### src/rtl/exu_pkg.sv
package exu_pkg;
  typedef enum logic [2:0] {
    OP_ADD = 3'b000,
    OP_AND = 3'b001,
    OP_XOR = 3'b010,
    OP_SHF = 3'b011,
    OP_LDW = 3'b100,
    OP_LDB = 3'b101
  } exu_op_e;

  localparam logic [2:0] CC_NEG = 3'b100;
  localparam logic [2:0] CC_ZRO = 3'b010;
  localparam logic [2:0] CC_POS = 3'b001;
endpackage

### src/rtl/exu_rst_sync.sv
module exu_rst_sync (
  input  logic clk,
  input  logic rst_n_in,
  output logic rst_n_out
);
  logic stage_q;
  logic out_q;

  always_ff @(posedge clk or negedge rst_n_in) begin
    if (!rst_n_in) begin
      stage_q <= 1'b0;
      out_q   <= 1'b0;
    end else begin
      stage_q <= 1'b1;
      out_q   <= stage_q;
    end
  end

  assign rst_n_out = out_q;
endmodule

### src/rtl/exu_operand_sel.sv
module exu_operand_sel #(
  parameter int DATA_W = 16,
  parameter int IMM_W  = 5
) (
  input  logic              use_imm,
  input  logic [IMM_W-1:0]  imm_field,
  input  logic [DATA_W-1:0] reg_val,
  output logic [DATA_W-1:0] operand
);
  localparam int EXT_W = DATA_W - IMM_W;

  logic [DATA_W-1:0] imm_ext;

  assign imm_ext = {{EXT_W{imm_field[IMM_W-1]}}, imm_field};

  always_comb begin
    if (use_imm) operand = imm_ext;
    else         operand = reg_val;
  end
endmodule

### src/rtl/exu_shifter.sv
module exu_shifter #(
  parameter int DATA_W = 16
) (
  input  logic [DATA_W-1:0]         din,
  input  logic [$clog2(DATA_W)-1:0] amount,
  input  logic                      go_right,
  input  logic                      arith,
  output logic [DATA_W-1:0]         dout
);
  localparam int STAGES = $clog2(DATA_W);

  logic              fill;
  logic [DATA_W-1:0] stage [0:STAGES];

  assign fill     = go_right & arith & din[DATA_W-1];
  assign stage[0] = din;

  for (genvar s = 0; s < STAGES; s++) begin : g_stage
    localparam int SH = 1 << s;
    logic [DATA_W-1:0] moved;
    always_comb begin
      if (go_right) moved = {{SH{fill}}, stage[s][DATA_W-1:SH]};
      else          moved = {stage[s][DATA_W-SH-1:0], {SH{1'b0}}};
    end
    assign stage[s+1] = amount[s] ? moved : stage[s];
  end

  assign dout = stage[STAGES];
endmodule

### src/rtl/exu_cc_reg.sv
module exu_cc_reg #(
  parameter int DATA_W = 16
) (
  input  logic              clk,
  input  logic              rst_n,
  input  logic              set_cc,
  input  logic [DATA_W-1:0] value,
  output logic              flag_n,
  output logic              flag_z,
  output logic              flag_p
);
  import exu_pkg::*;

  logic [2:0] cc_q;
  logic [2:0] cc_d;

  always_comb begin
    if (value[DATA_W-1])   cc_d = CC_NEG;
    else if (value == '0)  cc_d = CC_ZRO;
    else                   cc_d = CC_POS;
  end

  always_ff @(posedge clk or negedge rst_n) begin
    if (!rst_n)      cc_q <= CC_ZRO;
    else if (set_cc) cc_q <= cc_d;
  end

  assign flag_n = cc_q[2];
  assign flag_z = cc_q[1];
  assign flag_p = cc_q[0];


  cc_reset_val_chk: assert property (@(posedge clk) $rose(rst_n) |-> (cc_q == CC_ZRO));


  cc_single_flag_chk: assert property (@(posedge clk) disable iff (!rst_n)
    $countones({flag_n, flag_z, flag_p}) == 1);


  cc_zero_track_chk: assert property (@(posedge clk) disable iff (!rst_n)
    (set_cc && value == '0) |=> flag_z);


  cc_neg_track_chk: assert property (@(posedge clk) disable iff (!rst_n)
    (set_cc && value[DATA_W-1]) |=> flag_n);


  cc_hold_chk: assert property (@(posedge clk) disable iff (!rst_n)
    !set_cc |=> $stable({flag_n, flag_z, flag_p}));
endmodule

### src/rtl/exu_top.sv
module exu_top #(
  parameter int DATA_W = 16,
  parameter int IMM_W  = 5,
  parameter int BYTE_W = 8
) (
  input  logic        clk,
  input  logic        rst_n,
  input  logic [2:0]  op_sel,
  input  logic [5:0]  ir_low,
  input  logic [15:0] src_a,
  input  logic [15:0] src_b,
  input  logic [15:0] mem_data,
  input  logic        byte_hi,
  input  logic        set_cc,
  output logic [15:0] result,
  output logic        flag_n,
  output logic        flag_z,
  output logic        flag_p
);
  import exu_pkg::*;

  localparam int AMT_W  = $clog2(DATA_W);
  localparam int BEXT_W = DATA_W - BYTE_W;

  logic              rst_sync_n;
  logic [DATA_W-1:0] op2;
  logic [DATA_W-1:0] shifted;
  logic [BYTE_W-1:0] ld_byte;
  logic [DATA_W-1:0] ld_byte_ext;

  exu_rst_sync u_rst_sync (
    .clk       (clk),
    .rst_n_in  (rst_n),
    .rst_n_out (rst_sync_n)
  );

  exu_operand_sel #(.DATA_W(DATA_W), .IMM_W(IMM_W)) u_operand_sel (
    .use_imm   (ir_low[5]),
    .imm_field (ir_low[IMM_W-1:0]),
    .reg_val   (src_b),
    .operand   (op2)
  );

  exu_shifter #(.DATA_W(DATA_W)) u_shifter (
    .din      (src_a),
    .amount   (ir_low[AMT_W-1:0]),
    .go_right (ir_low[4]),
    .arith    (ir_low[5]),
    .dout     (shifted)
  );

  always_comb begin
    if (byte_hi) ld_byte = mem_data[DATA_W-1 -: BYTE_W];
    else         ld_byte = mem_data[BYTE_W-1:0];
    ld_byte_ext = {{BEXT_W{ld_byte[BYTE_W-1]}}, ld_byte};
  end

  always_comb begin
    case (op_sel)
      OP_ADD:  result = src_a + op2;
      OP_AND:  result = src_a & op2;
      OP_XOR:  result = src_a ^ op2;
      OP_SHF:  result = shifted;
      OP_LDW:  result = mem_data;
      OP_LDB:  result = ld_byte_ext;
      default: result = '0;
    endcase
  end

  exu_cc_reg #(.DATA_W(DATA_W)) u_cc_reg (
    .clk    (clk),
    .rst_n  (rst_sync_n),
    .set_cc (set_cc),
    .value  (result),
    .flag_n (flag_n),
    .flag_z (flag_z),
    .flag_p (flag_p)
  );


  ldb_sign_fill_chk: assert property (@(posedge clk) disable iff (!rst_sync_n)
    (op_sel == OP_LDB) |-> (result[DATA_W-1:BYTE_W] == {BEXT_W{result[BYTE_W-1]}}));


  shf_zero_amt_chk: assert property (@(posedge clk) disable iff (!rst_sync_n)
    (op_sel == OP_SHF && ir_low[AMT_W-1:0] == '0) |-> (result == src_a));


  add_imm_zero_chk: assert property (@(posedge clk) disable iff (!rst_sync_n)
    (op_sel == OP_ADD && ir_low[5] && ir_low[IMM_W-1:0] == '0) |-> (result == src_a));


  add_reg_zero_chk: assert property (@(posedge clk) disable iff (!rst_sync_n)
    (op_sel == OP_ADD && !ir_low[5] && src_b == '0) |-> (result == src_a));
endmodule

### config.mk
export PLATFORM = sky130hd
export DESIGN_NAME = exu_top
export DESIGN_NICKNAME = d
export VERILOG_FILES = /design/src/rtl/exu_pkg.sv /design/src/rtl/exu_rst_sync.sv /design/src/rtl/exu_operand_sel.sv /design/src/rtl/exu_shifter.sv /design/src/rtl/exu_cc_reg.sv /design/src/rtl/exu_top.sv
export SDC_FILE = /design/constraint.sdc
export NUM_CORES = 1
export LEC_CHECK = 0
export ABC_AREA = 1
export BUFFER_PORTS_ARGS = -buffer_cell sky130_fd_sc_hd__clkbuf_2
export CELL_PAD_IN_SITES_DETAIL_PLACEMENT = 1
export CELL_PAD_IN_SITES_GLOBAL_PLACEMENT = 2
export CORE_ASPECT_RATIO = 0.75
export CORE_UTILIZATION = 29
export DETAILED_ROUTE_END_ITERATION = 10
export HOLD_SLACK_MARGIN = 0.1
export PLACE_DENSITY = 0.91
export REMOVE_ABC_BUFFERS = 1
export SYNTH_ARGS = -nofsm -noshare
export SYNTH_HDL_FRONTEND = slang
export SYNTH_SLANG_ARGS = --single-unit
### constraint.sdc
create_clock -name clk -period 5.6 [get_ports clk]
set_input_delay 0.84 -clock clk [delete_from_list [all_inputs] [get_ports clk]]
set_output_delay 0.84 -clock clk [all_outputs]
set_load 0.03 [all_outputs]
==> key figures <==
Routing
  • Antenna viol nets, final: 0
  • Routed WL per cell: 18.7 um
  • Via Count: around 4.6k
  • Met3 WL: 1.34 mm
  • Drt first pass iters: 8
  • Detailed-route wire length: approximately 16 mm
  • DR top layer: met4
  • Remaining DRCs: 15
  • Met2 Wirelength: around 6.6 mm
  • Initial drt markers: 401
  • Drt via density: around 5.5
  • Met1 wire length: around 7.8 mm

Clock network
  • Htree depth: 1
  • Latest clock arrival within the worst-skew pair: between 200 and 250 ps
  • CTS tree: yes
  • Clk slew on worst S/H paths: around 30 ps
  • Clock tree buffer depth: 2
  • Root Buffer Master: clkbuf_16
  • CTS sink cnt: 5
  • CTS Buf Count: 3
  • CTS resizes: 0
  • Post-CTS setup buffers: 0

Power
  • Pwr Total: approximately 0.6 mW
  • Pwr per Cell Area: 156 mW/mm^2
  • VDD IR max: ~90 uV
  • Lkg Pwr: roughly 2.2 nW

Critical path
  • R2r endpoint: u_cc_reg.cc_q[2]
  • Crit-path max FO: 22
  • Crit Reg-Reg Startpoint: u_rst_sync.rst_n_out
  • Worst Path Required: around 4800 ps
  • Worst reg2reg path depth: 1
  • Reg2Reg Setup Slack: just under 5000 ps
  • Crit Path Category: input port to output port
  • Critical Path AT: about 3700 ps
  • Crit path launch type: input port
  • CP Capture Type: output port

Cells and area
  • Share of cells above drive strength 1: ~17%
  • Multi-input gate area: 0.00272 sq mm
  • Fin nets: 786
  • # diodes: 0
  • Final Util: 34.9%
  • Commonest non-fill, non-tap cell in the layout: nand2_1
  • Commonest non-fill, non-tap cells in the layout: nand2_1 (211), nand3_1 (101), clkbuf_2 (79)
  • Design Area, Final: about 0.0038 sq mm
  • Synth-to-layout area growth: 16.8%
  • FF+latch area: 126 sq um
  • Fillers: around 1.6k
  • Layout Cells excl Fill: 847

Die
  • Starting density of the core: 29.9%
  • Core Rows: 33
  • Die W: 125 um
  • DIE HEIGHT: 94.1 um
  • I/O pin cnt: 80
  • Die area: 0.0117 sq mm
  • Placeable core region: between 0.01 and 0.015 sq mm

GRT
  • Vias in the first global route: around 4.6k
  • First-pass GRT wire length: approximately 25 mm
  • GRT Util Overall: 27.5%
  • Initial antenna violation count: 0
  • Total congestion overflow: 0
  • Largest net degree at the start of global routing: 33

Logic synthesis
  • Ys flop type: dfrtp_1
  • Top cells by area, synth: nand2_1 (24%), nand3_1 (15%), inv_1 (8.6%), ha_1 (6.1%), o21ai_0 (5.8%)
  • Register bit count reported by yosys: 5
  • Synth area leader: nand2_1
  • Synth Area per Inst: approximately 5 sq um
  • Part of the Yosys area used for sequential elements: approximately 3.9%
  • Number of flops mapped to enable cells by yosys: 0
  • Synth unique cells: 43
  • Synth top area share: approximately a quarter
  • Post-synthesis async set-or-reset flop share: 100%
  • Yosys warning total: 0
  • Post-Syn Instances: 641
  • Synth Cell Area: 0.00328 sq mm

Flow run
  • Max-Cap Viols: 0

STA
  • Max Slew Vio Count: 0
  • Hold slack: 183 ps
  • Max_slew headroom: about 54%
  • Post-layout min period: around 4500 ps
  • Period utilization: approximately four fifths
  • Fmax: roughly 220 MHz
  • TNS Setup: 0 ps
  • Final hold violation count: 0
  • Worst-Margin Slew: 688 ps
  • RSZ-0062 raised after global routing: no
  • Final Skew: 2.56 ps
  • Final setup viols: 0
  • Final setup margin: approximately 1100 ps

Placed design
  • Dpl ws: 1260 ps
  • Post-DP HPWL: between 10 and 15 mm
  • RD Place Congestion: 0.999
  • PortBufs: ~80
  • DP Area: between 0.003 and 0.004 sq mm
  • Dpl cells: 842

Run status
  • Failing checks: DRC
  • Status: finished, violations left

Hold path
  • Path type of the worst min-delay path: register to asynchronous set/reset pin
flip-flops by register name, summed over array words and instances (netlist names):
signal	count
u_cc_reg.cc_q	3
u_rst_sync.rst_n_out	1
u_rst_sync.stage_q	1
worst max path at each step:
stage	start	end	slack, ps	cells after the start
3_3_place_gp	ir_low[5]	result[10]	1280	14
5_1_grt	ir_low[5]	result[14]	840	14
2_1_floorplan	ir_low[2]	result[13]	2110	13
4_1_cts	ir_low[5]	result[14]	1260	14
3_5_place_dp	ir_low[5]	result[14]	1260	14
6_report	ir_low[5]	result[14]	1100	14
report_power, final:
group	leakage (nW)	switching, mW	internal (mW)	total, mW
sequential	0.0570	0.00139	0.0393	0.0407
clock	0.0382	0.0255	0.0945	0.120
combinational	2.08	0.307	0.131	0.438
total	2.18	0.334	0.265	0.599
layer usage:
layer | vias to the layer above | GRT usage (%)
met5 | - | 0
met4 | 0 | 4.22
met1 | 2170 | 38.9
met2 | 185 | 43.3
li1 | 2270 | -
met3 | 18 | 5.64
final cells by class:
cell class | count | share of cell area [%]
Tap cell | 140 | 4.57
Sequential cell | 5 | 3.30
Clock buffer | 4 | 2.06
Inverter | 80 | 7.84
Timing Repair Buffer | 84 | 11.4
Multi-Input combinational cell | 534 | 70.9
kinds of logic after synthesis:
group                      Yosys count  synth area share, %
AOI/OAI and AO/OA                  113                 20.1
xor gates and xnor gates             1                0.267
adders and majority gates           17                 6.71
buffers and inverters              102                 13.4
DFF                                  5                 3.85
other                                1                0.114
and+or+nand+nor                    402                 55.6
cells in the mapped netlist (all sizes together) (6+ instances only):
| master | number |
|---|---|
| a211oi | 6 |
| a21oi | 37 |
| a221oi | 7 |
| buf | 16 |
| clkbuf | 6 |
| ha | 16 |
| inv | 79 |
| nand2 | 215 |
| nand3 | 114 |
| nand4 | 9 |
| nor2 | 40 |
| nor3 | 6 |
| o21ai | 50 |
| or2 | 15 |
worst max-delay path, cell delays in order:
cell	delay [ps]
clkbuf_2	280
nand2_1	360
o21ai_0	230
ha_1	420
a21oi_1	340
nand2_1	160
inv_1	90
nand2_1	100
nand3_1	120
nand2_1	70
nand2_1	60
nand3_1	100
nand3_1	240
clkbuf_2	260
what timing repair did:
| action | in CTS | in global routing |
|---|---|---|
| hold endpoints to repair | 2 | 0 |
| endpoints found under the setup margin | 0 | 0 |
| hold buffers | 1 | 0 |
No activity file was read; power rests on OpenSTA's default activity.
